$ cat src/rtl/burst_col_pkg.sv
package burst_col_pkg;
  localparam int LEN_CODE_W = 3;

  typedef struct packed {
    logic [LEN_CODE_W-1:0] len_code;
    logic                  interleave;
    logic                  write_single;
  } burst_mode_t;

  // Any length code with its top bit set selects a full-page burst.
  function automatic logic code_is_full(input logic [LEN_CODE_W-1:0] code);
    return code[LEN_CODE_W-1];
  endfunction
endpackage

$ cat src/rtl/burst_mode_reg.sv
module burst_mode_reg
  import burst_col_pkg::*;
(
  input  logic                  clk,
  input  logic                  rst_n,
  input  logic                  wr_i,
  input  logic [LEN_CODE_W-1:0] len_i,
  input  logic                  ilv_i,
  input  logic                  wsingle_i,
  output burst_mode_t           mode_o
);
  always_ff @(posedge clk or negedge rst_n) begin
    if (!rst_n) begin
      mode_o <= '0;
    end else if (wr_i) begin
      mode_o.len_code     <= len_i;
      mode_o.interleave   <= ilv_i;
      mode_o.write_single <= wsingle_i;
    end
  end
endmodule

$ cat src/rtl/burst_beat_ctrl.sv
module burst_beat_ctrl
  import burst_col_pkg::*;
#(
  parameter int COL_W = 8
) (
  input  logic             clk,
  input  logic             rst_n,
  input  burst_mode_t      mode_i,
  input  logic             start_i,
  input  logic [COL_W-1:0] start_col_i,
  input  logic             write_i,
  input  logic             stop_i,
  output logic             active_o,
  output logic             last_o,
  output logic             accept_o,
  output logic [COL_W-1:0] beat_idx_o,
  output logic [COL_W-1:0] cur_start_o,
  output logic [COL_W-1:0] cur_mask_o,
  output logic             cur_ilv_o,
  output logic             cur_full_o
);
  localparam logic [COL_W-1:0] ONE = {{(COL_W-1){1'b0}}, 1'b1};

  // Mask of the column bits that move inside one burst.
  function automatic logic [COL_W-1:0] span_mask(input logic [LEN_CODE_W-1:0] code);
    if (code_is_full(code)) return '1;
    return (ONE << code[1:0]) - ONE;
  endfunction

  logic             single_w;
  logic             full_w;
  logic [COL_W-1:0] next_mask_w;

  assign single_w    = mode_i.write_single && write_i;
  assign full_w      = code_is_full(mode_i.len_code) && !single_w;
  assign next_mask_w = single_w ? '0 : span_mask(mode_i.len_code);

  assign last_o   = active_o && (cur_full_o ? stop_i : (beat_idx_o == cur_mask_o));
  assign accept_o = start_i && (!active_o || last_o);

  always_ff @(posedge clk or negedge rst_n) begin
    if (!rst_n) begin
      active_o    <= 1'b0;
      beat_idx_o  <= '0;
      cur_start_o <= '0;
      cur_mask_o  <= '0;
      cur_ilv_o   <= 1'b0;
      cur_full_o  <= 1'b0;
    end else if (accept_o) begin
      active_o    <= 1'b1;
      beat_idx_o  <= '0;
      cur_start_o <= start_col_i;
      cur_mask_o  <= next_mask_w;
      cur_ilv_o   <= mode_i.interleave && !full_w;
      cur_full_o  <= full_w;
    end else if (last_o) begin
      active_o    <= 1'b0;
    end else if (active_o) begin
      beat_idx_o  <= beat_idx_o + ONE;
    end
  end
endmodule

$ cat src/rtl/burst_col_map.sv
module burst_col_map #(
  parameter int COL_W = 8
) (
  input  logic [COL_W-1:0] start_i,
  input  logic [COL_W-1:0] beat_i,
  input  logic [COL_W-1:0] mask_i,
  input  logic             ilv_i,
  output logic [COL_W-1:0] col_o
);
  logic [COL_W-1:0] moved_w;

  assign moved_w = ilv_i ? (start_i ^ beat_i) : (start_i + beat_i);

  for (genvar b = 0; b < COL_W; b++) begin : g_bit
    assign col_o[b] = mask_i[b] ? moved_w[b] : start_i[b];
  end
endmodule

$ cat src/rtl/burst_col_gen.sv
module burst_col_gen
  import burst_col_pkg::*;
#(
  parameter int COL_W = 8
) (
  input  logic             clk,
  input  logic             rst_n,
  input  logic             mode_wr_i,
  input  logic [2:0]       mode_len_i,
  input  logic             mode_ilv_i,
  input  logic             mode_wsingle_i,
  input  logic             start_i,
  input  logic [COL_W-1:0] start_col_i,
  input  logic             write_i,
  input  logic             stop_i,
  output logic [COL_W-1:0] col_o,
  output logic             beat_valid_o,
  output logic             last_o
);
  burst_mode_t      mode_w;
  logic             accept_w;
  logic [COL_W-1:0] beat_idx_w;
  logic [COL_W-1:0] cur_start_w;
  logic [COL_W-1:0] cur_mask_w;
  logic             cur_ilv_w;
  logic             cur_full_w;

  burst_mode_reg i_mode (
    .clk       (clk),
    .rst_n     (rst_n),
    .wr_i      (mode_wr_i),
    .len_i     (mode_len_i),
    .ilv_i     (mode_ilv_i),
    .wsingle_i (mode_wsingle_i),
    .mode_o    (mode_w)
  );

  burst_beat_ctrl #(.COL_W(COL_W)) i_ctrl (
    .clk         (clk),
    .rst_n       (rst_n),
    .mode_i      (mode_w),
    .start_i     (start_i),
    .start_col_i (start_col_i),
    .write_i     (write_i),
    .stop_i      (stop_i),
    .active_o    (beat_valid_o),
    .last_o      (last_o),
    .accept_o    (accept_w),
    .beat_idx_o  (beat_idx_w),
    .cur_start_o (cur_start_w),
    .cur_mask_o  (cur_mask_w),
    .cur_ilv_o   (cur_ilv_w),
    .cur_full_o  (cur_full_w)
  );

  burst_col_map #(.COL_W(COL_W)) i_map (
    .start_i (cur_start_w),
    .beat_i  (beat_idx_w),
    .mask_i  (cur_mask_w),
    .ilv_i   (cur_ilv_w),
    .col_o   (col_o)
  );
endmodule

$ cat config.mk
export PLATFORM = sky130hd
export DESIGN_NAME = burst_col_gen
export DESIGN_NICKNAME = d
export VERILOG_FILES = /design/src/rtl/burst_col_pkg.sv /design/src/rtl/burst_mode_reg.sv /design/src/rtl/burst_beat_ctrl.sv /design/src/rtl/burst_col_map.sv /design/src/rtl/burst_col_gen.sv
export SDC_FILE = /design/constraint.sdc
export NUM_CORES = 1
export LEC_CHECK = 0
export BUFFER_PORTS_ARGS = -buffer_cell sky130_fd_sc_hd__buf_2
export CORE_MARGIN = 1
export CORE_UTILIZATION = 40
export DETAILED_ROUTE_END_ITERATION = 16
export SLEW_MARGIN = 20
export SYNTH_ARGS = -nofsm -noshare
export SYNTH_HDL_FRONTEND = slang
export SYNTH_SLANG_ARGS = --single-unit
export TNS_END_PERCENT = 20
$ cat constraint.sdc
create_clock -name clk -period 2.9 [get_ports clk]
set_input_delay 0.29 -clock clk [delete_from_list [all_inputs] [get_ports clk]]
set_output_delay 0.29 -clock clk [all_outputs]
set_load 0.05 [all_outputs]
# After elaboration in Yosys (flattened, before gate mapping)
# Cells that the tools add are included.
[word_totals]
reg_bits = 32
latchBits = 0
ramBits = 0
mem_bits_ro = 0
in_bits = 19
out_inout_bits = 10
word_cells = 47
n_memories = 0
[op_classes]
addsub = 3
multipliers = 0
n_div = 0
order_cmp = 0
eq_ne = 2
shift = 1
muxes = 19
bitwise_logic = 1
n_reduce_logical = 12
[op_table]
columns = ["operator", "n"]
rows = [
  ["8-bit two-way mux", 7],
  ["1-bit two-way mux", 12],
  ["8-bit by 1-bit adder with 8-bit output (second input constant)", 1],
  ["8-bit adder", 1],
  ["8-bit equality test", 1],
  ["1-bit by 2-bit left shift with 8-bit output (first input constant)", 1],
  ["8-bit by 1-bit subtractor with 8-bit output (second input constant)", 1],
  ["8-bit bitwise XOR", 1],
  ["1-bit logical AND", 5],
  ["2-bit nonzero test", 2],
  ["1-bit zero test", 3],
  ["2-bit != test (second input constant)", 1],
  ["2-bit AND reduction", 1],
  ["1-bit logical OR", 1],
]

# Logic depth before layout (Yosys ltp)
# Gate-level depths: netlist (run 1).
[logic_depth]
word_depth = 7
mapped_depth = 8
depth_no_buf = 7

# Cells and area by module
# From an unflattened synthesis (run 1), not the netlist that was laid out.
[hier_totals]
cells_unflattened = 183
hier_area_um2 = 1948.1
[by_module_without_submodules]
columns = ["mod", "instances", "cells_each", "area_each_um2", "seq_area_each_um2"]
rows = [
  ["burst_beat_ctrl", 1, 122, 1365.1, 650.6],
  ["burst_col_map", 1, 51, 401.6, 0.0],
  ["burst_mode_reg", 1, 10, 181.4, 125.1],
]

# Worst setup path after synthesis (run 1)
# Ideal clock, no wire load.
[synth_path]
kind = "register to output"
startpoint = "register i_ctrl.beat_idx_o[0]"
endpoint = "output port col_o[4]"
arrival_time_ns = 2.324
t_required_ns = 2.610
path_slack_ns = 0.286
stages_incl_launch_ff = 8
path_buffers = 0
path_cell_list = "dfrtp_1 ha_1 fa_1 a21o_1 a21oi_1 nor2_1 xnor2_1 a21oi_1"
[synth_between]
elab_chain_len = 3
[synth_rtl]
columns = ["item", "line_no", "text"]
rows = [
  ["start: declaration", "burst_beat_ctrl.sv:16", "output logic [COL_W-1:0] beat_idx_o,"],
  ["start signal: assignment", "burst_beat_ctrl.sv:59", "beat_idx_o <= beat_idx_o + ONE;"],
  ["8-bit adder", "burst_col_map.sv:12", "assign moved_w = ilv_i ? (start_i ^ beat_i) : (start_i + beat_i);"],
  ["8-bit two-way mux", "burst_col_map.sv:12", ""],
  ["1-bit two-way mux", "burst_col_map.sv:15", "assign col_o[b] = mask_i[b] ? moved_w[b] : start_i[b];"],
  ["end: declaration", "burst_col_gen.sv:16", "output logic [COL_W-1:0] col_o,"],
]
# No other way between the ends.

# Worst setup path in the final report (run 1)
[layout_path]
startpoint = "register i_ctrl.beat_idx_o[0]"
endpoint = "output port col_o[6]"
# Same word-level chain as after synthesis.

==> results.py, run 1 <==
metrics = {
    "run_status": {
        "status": "completed",
    },
    "timing": {
        "min_period_ns": 2.77,
        "worst_slew_pin_slew_ns": 0.723,
        "max_freq_ghz": 0.361,
        "slew_headroom": 0.518,
        "rsz0062_at_grt": "false",
        "drv_slew": 0,
        "finalSetupTns_ns": 0,
        "finClkSkew_ns": 0.00584,
        "period_share": 0.954,
        "hold_violations": 0,
        "setup_viol": 0,
    },
    "cells_and_area": {
        "drive_gt1_frac": 0.293,
        "area_delta_synth_final_pct": 14.8,
        "n_antenna_cell": 0,
        "final_util": 0.476,
        "fin_nets": 251,
        "final_cells": 276,
        "fillers": 451,
    },
    "synthesis": {
        "yosys-top-cells-count": "31 x dfrtp_1, 20 x o21ai_0, 16 x mux2_2, 15 x nand2_1",
        "synth_area_per_cell_um2": 10.3,
        "synthCells": 189,
        "async_reset_ff_frac": 1.00,
        "yosysTopAreaCell": "dfrtp_1",
        "syn_area_um2": 1940,
        "synth_top_flop_cell": "dfrtp_1",
        "yosysUniqueCellTypes": 38,
        "yosysMostFrequentCell": "dfrtp_1",
        "ys.warnings.count": 0,
        "synth_nets": 219,
        "synthTopCellsByArea": "dfrtp_1 40%, mux2_2 9.3%, ha_1 6.4%, o21ai_0 5.1%, xor2_1 4.1%",
        "seq_area_frac_synth": 0.399,
        "synth_edf_count": 0,
        "ys_ff_latch": 31,
        "synth_top_area_share": 0.399,
    },
    "global_route": {
        "grt_max_degree": 32,
        "antenna_found_initial": 0,
        "grt.overflow.total": 0,
        "grt_usage": 0.169,
        "grt_pass1_wl_mm": 6.64,
        "grt_pass1_vias": 1381,
    },
    "run": {
        "maxCapViolCount": 0,
    },
    "worst_setup_path": {
        "cp_cell_sequence": "ha_1 > fa_1 > a21o_1 > a21oi_1 > a2bb2oi_1 > nand4b_1 > o211ai_1 > clkbuf_4",
        "setup.worst_path.class": "flop to primary output",
        "worstPathMaxFanout": 5,
        "worstSetupEndpointType": "primary output",
        "worstPathArrival_ns": 2.48,
        "max_stage_delay_ns": 0.43,
        "cp-start-kind": "flop",
        "crit_required_ns": 2.61,
        "crit_slowest_cell": "dfrtp_1",
    },
    "placed_design": {
        "io_buffers": 28,
        "dp_cells": 268,
        "gp_congestion": 0.779,
        "place_hpwl_mm": 2.89,
    },
    "clocking": {
        "clk_path_buf_depth": 2,
        "htreeDepth": 2,
        "hold_buffers": 0,
        "clkSinkCount": 31,
        "cts_made_buffers": 5,
        "cts_tree": "done",
        "insertion_delay_ns": 0.28,
        "clkTransAtPathRegs_ns": 0.07,
        "ctsRootBufferMaster": "clkbuf_8",
    },
    "routing": {
        "drt_first_pass_iters": 4,
        "wl_mm": 3.89,
        "drt-initial-drc-count": 50,
        "drc": 0,
        "ant_nets": 0,
        "routed_via_density": 5.26,
        "num_vias": 1452,
        "wl_per_cell_um": 14.1,
    },
    "floorplanning": {
        "row_count": 25,
        "initial_core_util": 0.414,
        "die_w_um": 71.7,
        "floorplan.die_area_um2": 5140,
        "chipHeight_um": 71.7,
        "core-area_um2": 4690,
        "pin_count": 29,
    },
    "worst_hold_path": {
        "hold_class": "input pin to async pin",
    },
}
## cells in the final DEF (no fill, tap or decap), types with 2 or more instances in the layout
master / count
a21boi_0: 2
a21o_1: 2
a21oi_1: 10
and2_1: 2
and3_1: 4
buf_2: 27
buf_4: 3
clkbuf_8: 7
dfrtp_1: 31
ha_1: 10
inv_1: 9
mux2_2: 16
mux2_4: 4
mux2i_1: 4
nand2_1: 15
nand2b_1: 3
nand3_1: 5
nor2_1: 8
nor2b_1: 4
nor3_1: 2
o21ai_0: 20
or2_2: 3
xnor2_1: 5
xor2_1: 9
## sequential cells by signal (all words and copies together), names as in the netlist
| register | cells |
|---|---|
| i_ctrl.active_o | 1 |
| i_ctrl.cur_mask_o | 7 |
| i_ctrl.cur_full_o | 1 |
| i_ctrl.cur_ilv_o | 1 |
| i_ctrl.cur_start_o | 8 |
| i_mode.mode_o | 5 |
| i_ctrl.beat_idx_o | 8 |
## routing by layer
metal | vias up | track usage | wire, um
met5 | - | 0 | 0
li1 | 727 | - | -
met4 | 0 | 0.0523 | 34
met3 | 4 | 0.0436 | 130
met2 | 26 | 0.275 | 1900
met1 | 695 | 0.222 | 1820
## logic make-up (layout without fill, tap and decap cells)
family | Yosys count | after routing | synth area share
simple gates | 51 | 51 | 0.136
compound gates | 43 | 43 | 0.143
flops | 31 | 31 | 0.399
mux | 24 | 24 | 0.144
buf+inv | 15 | 48 | 0.0405
xor+xnor | 14 | 14 | 0.0631
fa+ha+maj | 11 | 11 | 0.0746
## through the flow
step | setup WS, ns | instance area, um^2 | hold WS [ns]
6_report | 0.132 | 2230 | 0.0605
2_1_floorplan | 0.286 | 1940 | -0.00559
3_5_place_dp | 0.445 | 2130 | 0.392
5_1_grt | 0.0154 | 2230 | 0.115
4_1_cts | 0.102 | 2230 | 0.0851
3_3_place_gp | 0.471 | 2130 | 0.386
## critical path, delay by kind of cell (launching register included)
| family | cells | cell delay [ns] |
|---|---|---|
| DFF | 1 | 0.43 |
| buffers and inverters | 1 | 0.26 |
| AOI/OAI and AO/OA | 4 | 0.74 |
| adders and majority gates | 2 | 0.65 |
| and+or+nand+nor | 1 | 0.12 |
## cell type report
class / count / area [um^2] / share of cell area
Multi-Input combinational cell: 143 / 1090 / 0.488
Inverter: 9 / 33.8 / 0.0151
Tap cell: 54 / 67.6 / 0.0303
Timing Repair Buffer: 31 / 165 / 0.0740
Clock buffer: 8 / 100 / 0.0448
Sequential cell: 31 / 776 / 0.348
## worst paths after layout
path	start	endpoint	slack, ns	cells past startpoint
max in group asynchronous	rst_n	i_ctrl.beat_idx_o[3]$_DFFE_PN0P_	2.37	1
hold reg to reg	i_mode.mode_o[1]$_DFFE_PN0P_	i_mode.mode_o[1]$_DFFE_PN0P_	0.52	1
setup reg to reg	i_ctrl.beat_idx_o[4]$_DFFE_PN0P_	i_ctrl.cur_mask_o[1]$_DFFE_PN0P_	0.61	6
hold / removal	rst_n	i_ctrl.cur_start_o[1]$_DFFE_PN0P_	0.06	1
setup / recovery	i_ctrl.beat_idx_o[0]$_DFFE_PN0P_	col_o[6]	0.13	8
min in group clk	mode_len_i[1]	i_mode.mode_o[3]$_DFFE_PN0P_	0.22	3
## what timing repair did
item	CTS	global route
buffers inserted	0	0
hold endpoints to repair	0	0
endpoints found under the setup margin	0	1
gates resized for setup	0	1
Power of run 1 is not shown: default switching activity piles up to over one toggle a cycle in this logic, so the estimate is an artifact.
==> run 2: changes to the inputs <==
- CORE_ASPECT_RATIO: default -> 0.7
==> results.py, run 2 (synthesis gave the netlist of run 1 again) <==
metrics = {
    "run_status": {
        "status": "completed",
    },
    "worst_setup_path": {
        "setup.worst_path.class": "flop to primary output",
        "worstPathMaxFanout": 5,
        "crit_family": "compound AO/OA/AOI/OAI gates",
        "crit_slowest_cell": "dfrtp_1",
        "crit_required_ns": 2.61,
        "worstPathArrival_ns": 2.45,
        "cp-start-kind": "flop",
        "crit_buf_inv": 1,
        "cp_cell_sequence": "ha_1 > fa_1 > a21o_1 > a21oi_1 > a2bb2oi_1 > nand4b_1 > o211ai_1 > buf_2",
        "max_stage_delay_ns": 0.44,
        "worstSetupEndpointType": "primary output",
    },
    "timing": {
        "slew_headroom": 0.527,
        "period_share": 0.946,
        "min_period_ns": 2.74,
        "rsz0062_at_grt": "false",
        "finalSetupTns_ns": 0,
        "finClkSkew_ns": 0.00496,
        "worst_slew_pin_slew_ns": 0.710,
        "hold_violations": 0,
        "setup_viol": 0,
        "max_freq_ghz": 0.364,
        "drv_slew": 0,
    },
    "clocking": {
        "cts_resized": 0,
        "insertion_delay_ns": 0.28,
        "hold_buffers": 0,
        "cts_tree": "done",
        "postCtsSetupRepairBufs": 0,
        "clkTransAtPathRegs_ns": 0.06,
        "htreeDepth": 2,
        "cts_made_buffers": 5,
        "clk_path_buf_depth": 2,
        "ctsRootBufferMaster": "clkbuf_8",
        "clkSinkCount": 31,
    },
    "routing": {
        "drt-initial-drc-count": 43,
        "num_vias": 1406,
        "wl_mm": 3.86,
        "ant_nets": 0,
        "drt_first_pass_iters": 4,
        "drc": 0,
        "routed_via_density": 5.09,
        "wl_per_cell_um": 14.0,
    },
    "global_route": {
        "grt_pass1_vias": 1352,
        "grt.overflow.total": 0,
        "grt_max_degree": 32,
        "grt_usage": 0.174,
        "antenna_found_initial": 0,
        "grt_pass1_wl_mm": 6.63,
    },
    "placed_design": {
        "gp_congestion": 0.886,
        "io_buffers": 28,
        "place_hpwl_mm": 2.86,
    },
    "floorplanning": {
        "die_w_um": 85.3,
        "initial_core_util": 0.432,
        "chipHeight_um": 60.3,
        "row_count": 20,
        "floorplan.die_area_um2": 5150,
        "pin_count": 29,
        "core-area_um2": 4500,
    },
    "run": {
        "maxCapViolCount": 0,
    },
    "cells_and_area": {
        "fillers": 430,
        "final_util": 0.493,
        "layout_common_cells": "31 x dfrtp_1, 28 x buf_2, 20 x o21ai_0, 16 x mux2_2, 15 x nand2_1",
        "drive_gt1_frac": 0.294,
        "fin_nets": 251,
        "regArea_um2": 776,
        "top_regs": "i_ctrl.beat_idx_o: 8 flops, i_ctrl.cur_start_o: 8 flops, i_ctrl.cur_mask_o: 7 flops",
        "multi_input_area_um2": 1090,
        "final_common_cell": "dfrtp_1",
        "n_antenna_cell": 0,
        "area_delta_synth_final_pct": 14.1,
    },
    "worst_hold_path": {
        "hold_class": "input pin to async pin",
    },
}
[run 2: cell types whose count changed in the layout (fill, tap and decap cells not counted), sizes merged]
cell and change:
clkinv +1, clkbuf -3, buf +1
[run 2: cell type report]
class | instances | area share
multi-input cells | 143 | 0.491
clock buffers | 6 | 0.0372
clock inverters | 1 | 0.00226
inverters | 9 | 0.0152
well taps | 55 | 0.0310
repair buffers | 31 | 0.0733
flip-flops and latches | 31 | 0.350
[run 2: layer usage]
metal / share of wire / track usage / vias to the layer above
met3: 0.035 / 0.0490 / 4
met5: 0 / 0 / -
met1: 0.54 / 0.255 / 654
met2: 0.42 / 0.251 / 25
met4: 0.0080 / 0.0571 / 0
li1: - / - / 723
[run 2: final timing paths]
path | slack, ns | depth (start not counted) | to | startpoint
worst max-delay path | 0.16 | 8 | col_o[6] | i_ctrl.beat_idx_o[0]$_DFFE_PN0P_
worst min-delay path | 0.06 | 1 | i_mode.mode_o[2]$_DFFE_PN0P_ | rst_n
worst max register to register | 0.79 | 6 | i_ctrl.cur_start_o[4]$_DFFE_PN0P_ | i_ctrl.beat_idx_o[4]$_DFFE_PN0P_
worst min register to register | 0.53 | 1 | i_mode.mode_o[1]$_DFFE_PN0P_ | i_mode.mode_o[1]$_DFFE_PN0P_
max in group asynchronous | 2.39 | 1 | i_ctrl.cur_start_o[6]$_DFFE_PN0P_ | rst_n
min in group clk | 0.22 | 3 | i_mode.mode_o[3]$_DFFE_PN0P_ | mode_len_i[1]
[run 2: metrics by stage]
step / instances / cell area, um^2 / setup WS [ns] / hold slack (ns)
global placement: 269 / 2130 / 0.502 / 0.387
global route: 276 / 2220 / 0.00911 / 0.113
detailed placement: 269 / 2130 / 0.459 / 0.384
floorplan: 189 / 1940 / 0.286 / -0.00559
finish: 276 / 2220 / 0.155 / 0.0551
CTS: 276 / 2220 / 0.149 / 0.0762
[run 2: worst reg2reg max path, delay by kind of cell (launching register included)]
family | cells | cell delay [ns]
AND/OR/NAND/NOR | 2 | 0.57
flip-flops | 1 | 0.47
AO/OA/AOI/OAI | 2 | 0.43
multiplexers | 1 | 0.32
buffers and inverters | 1 | 0.21
Power of run 2 is left out for the same reason.
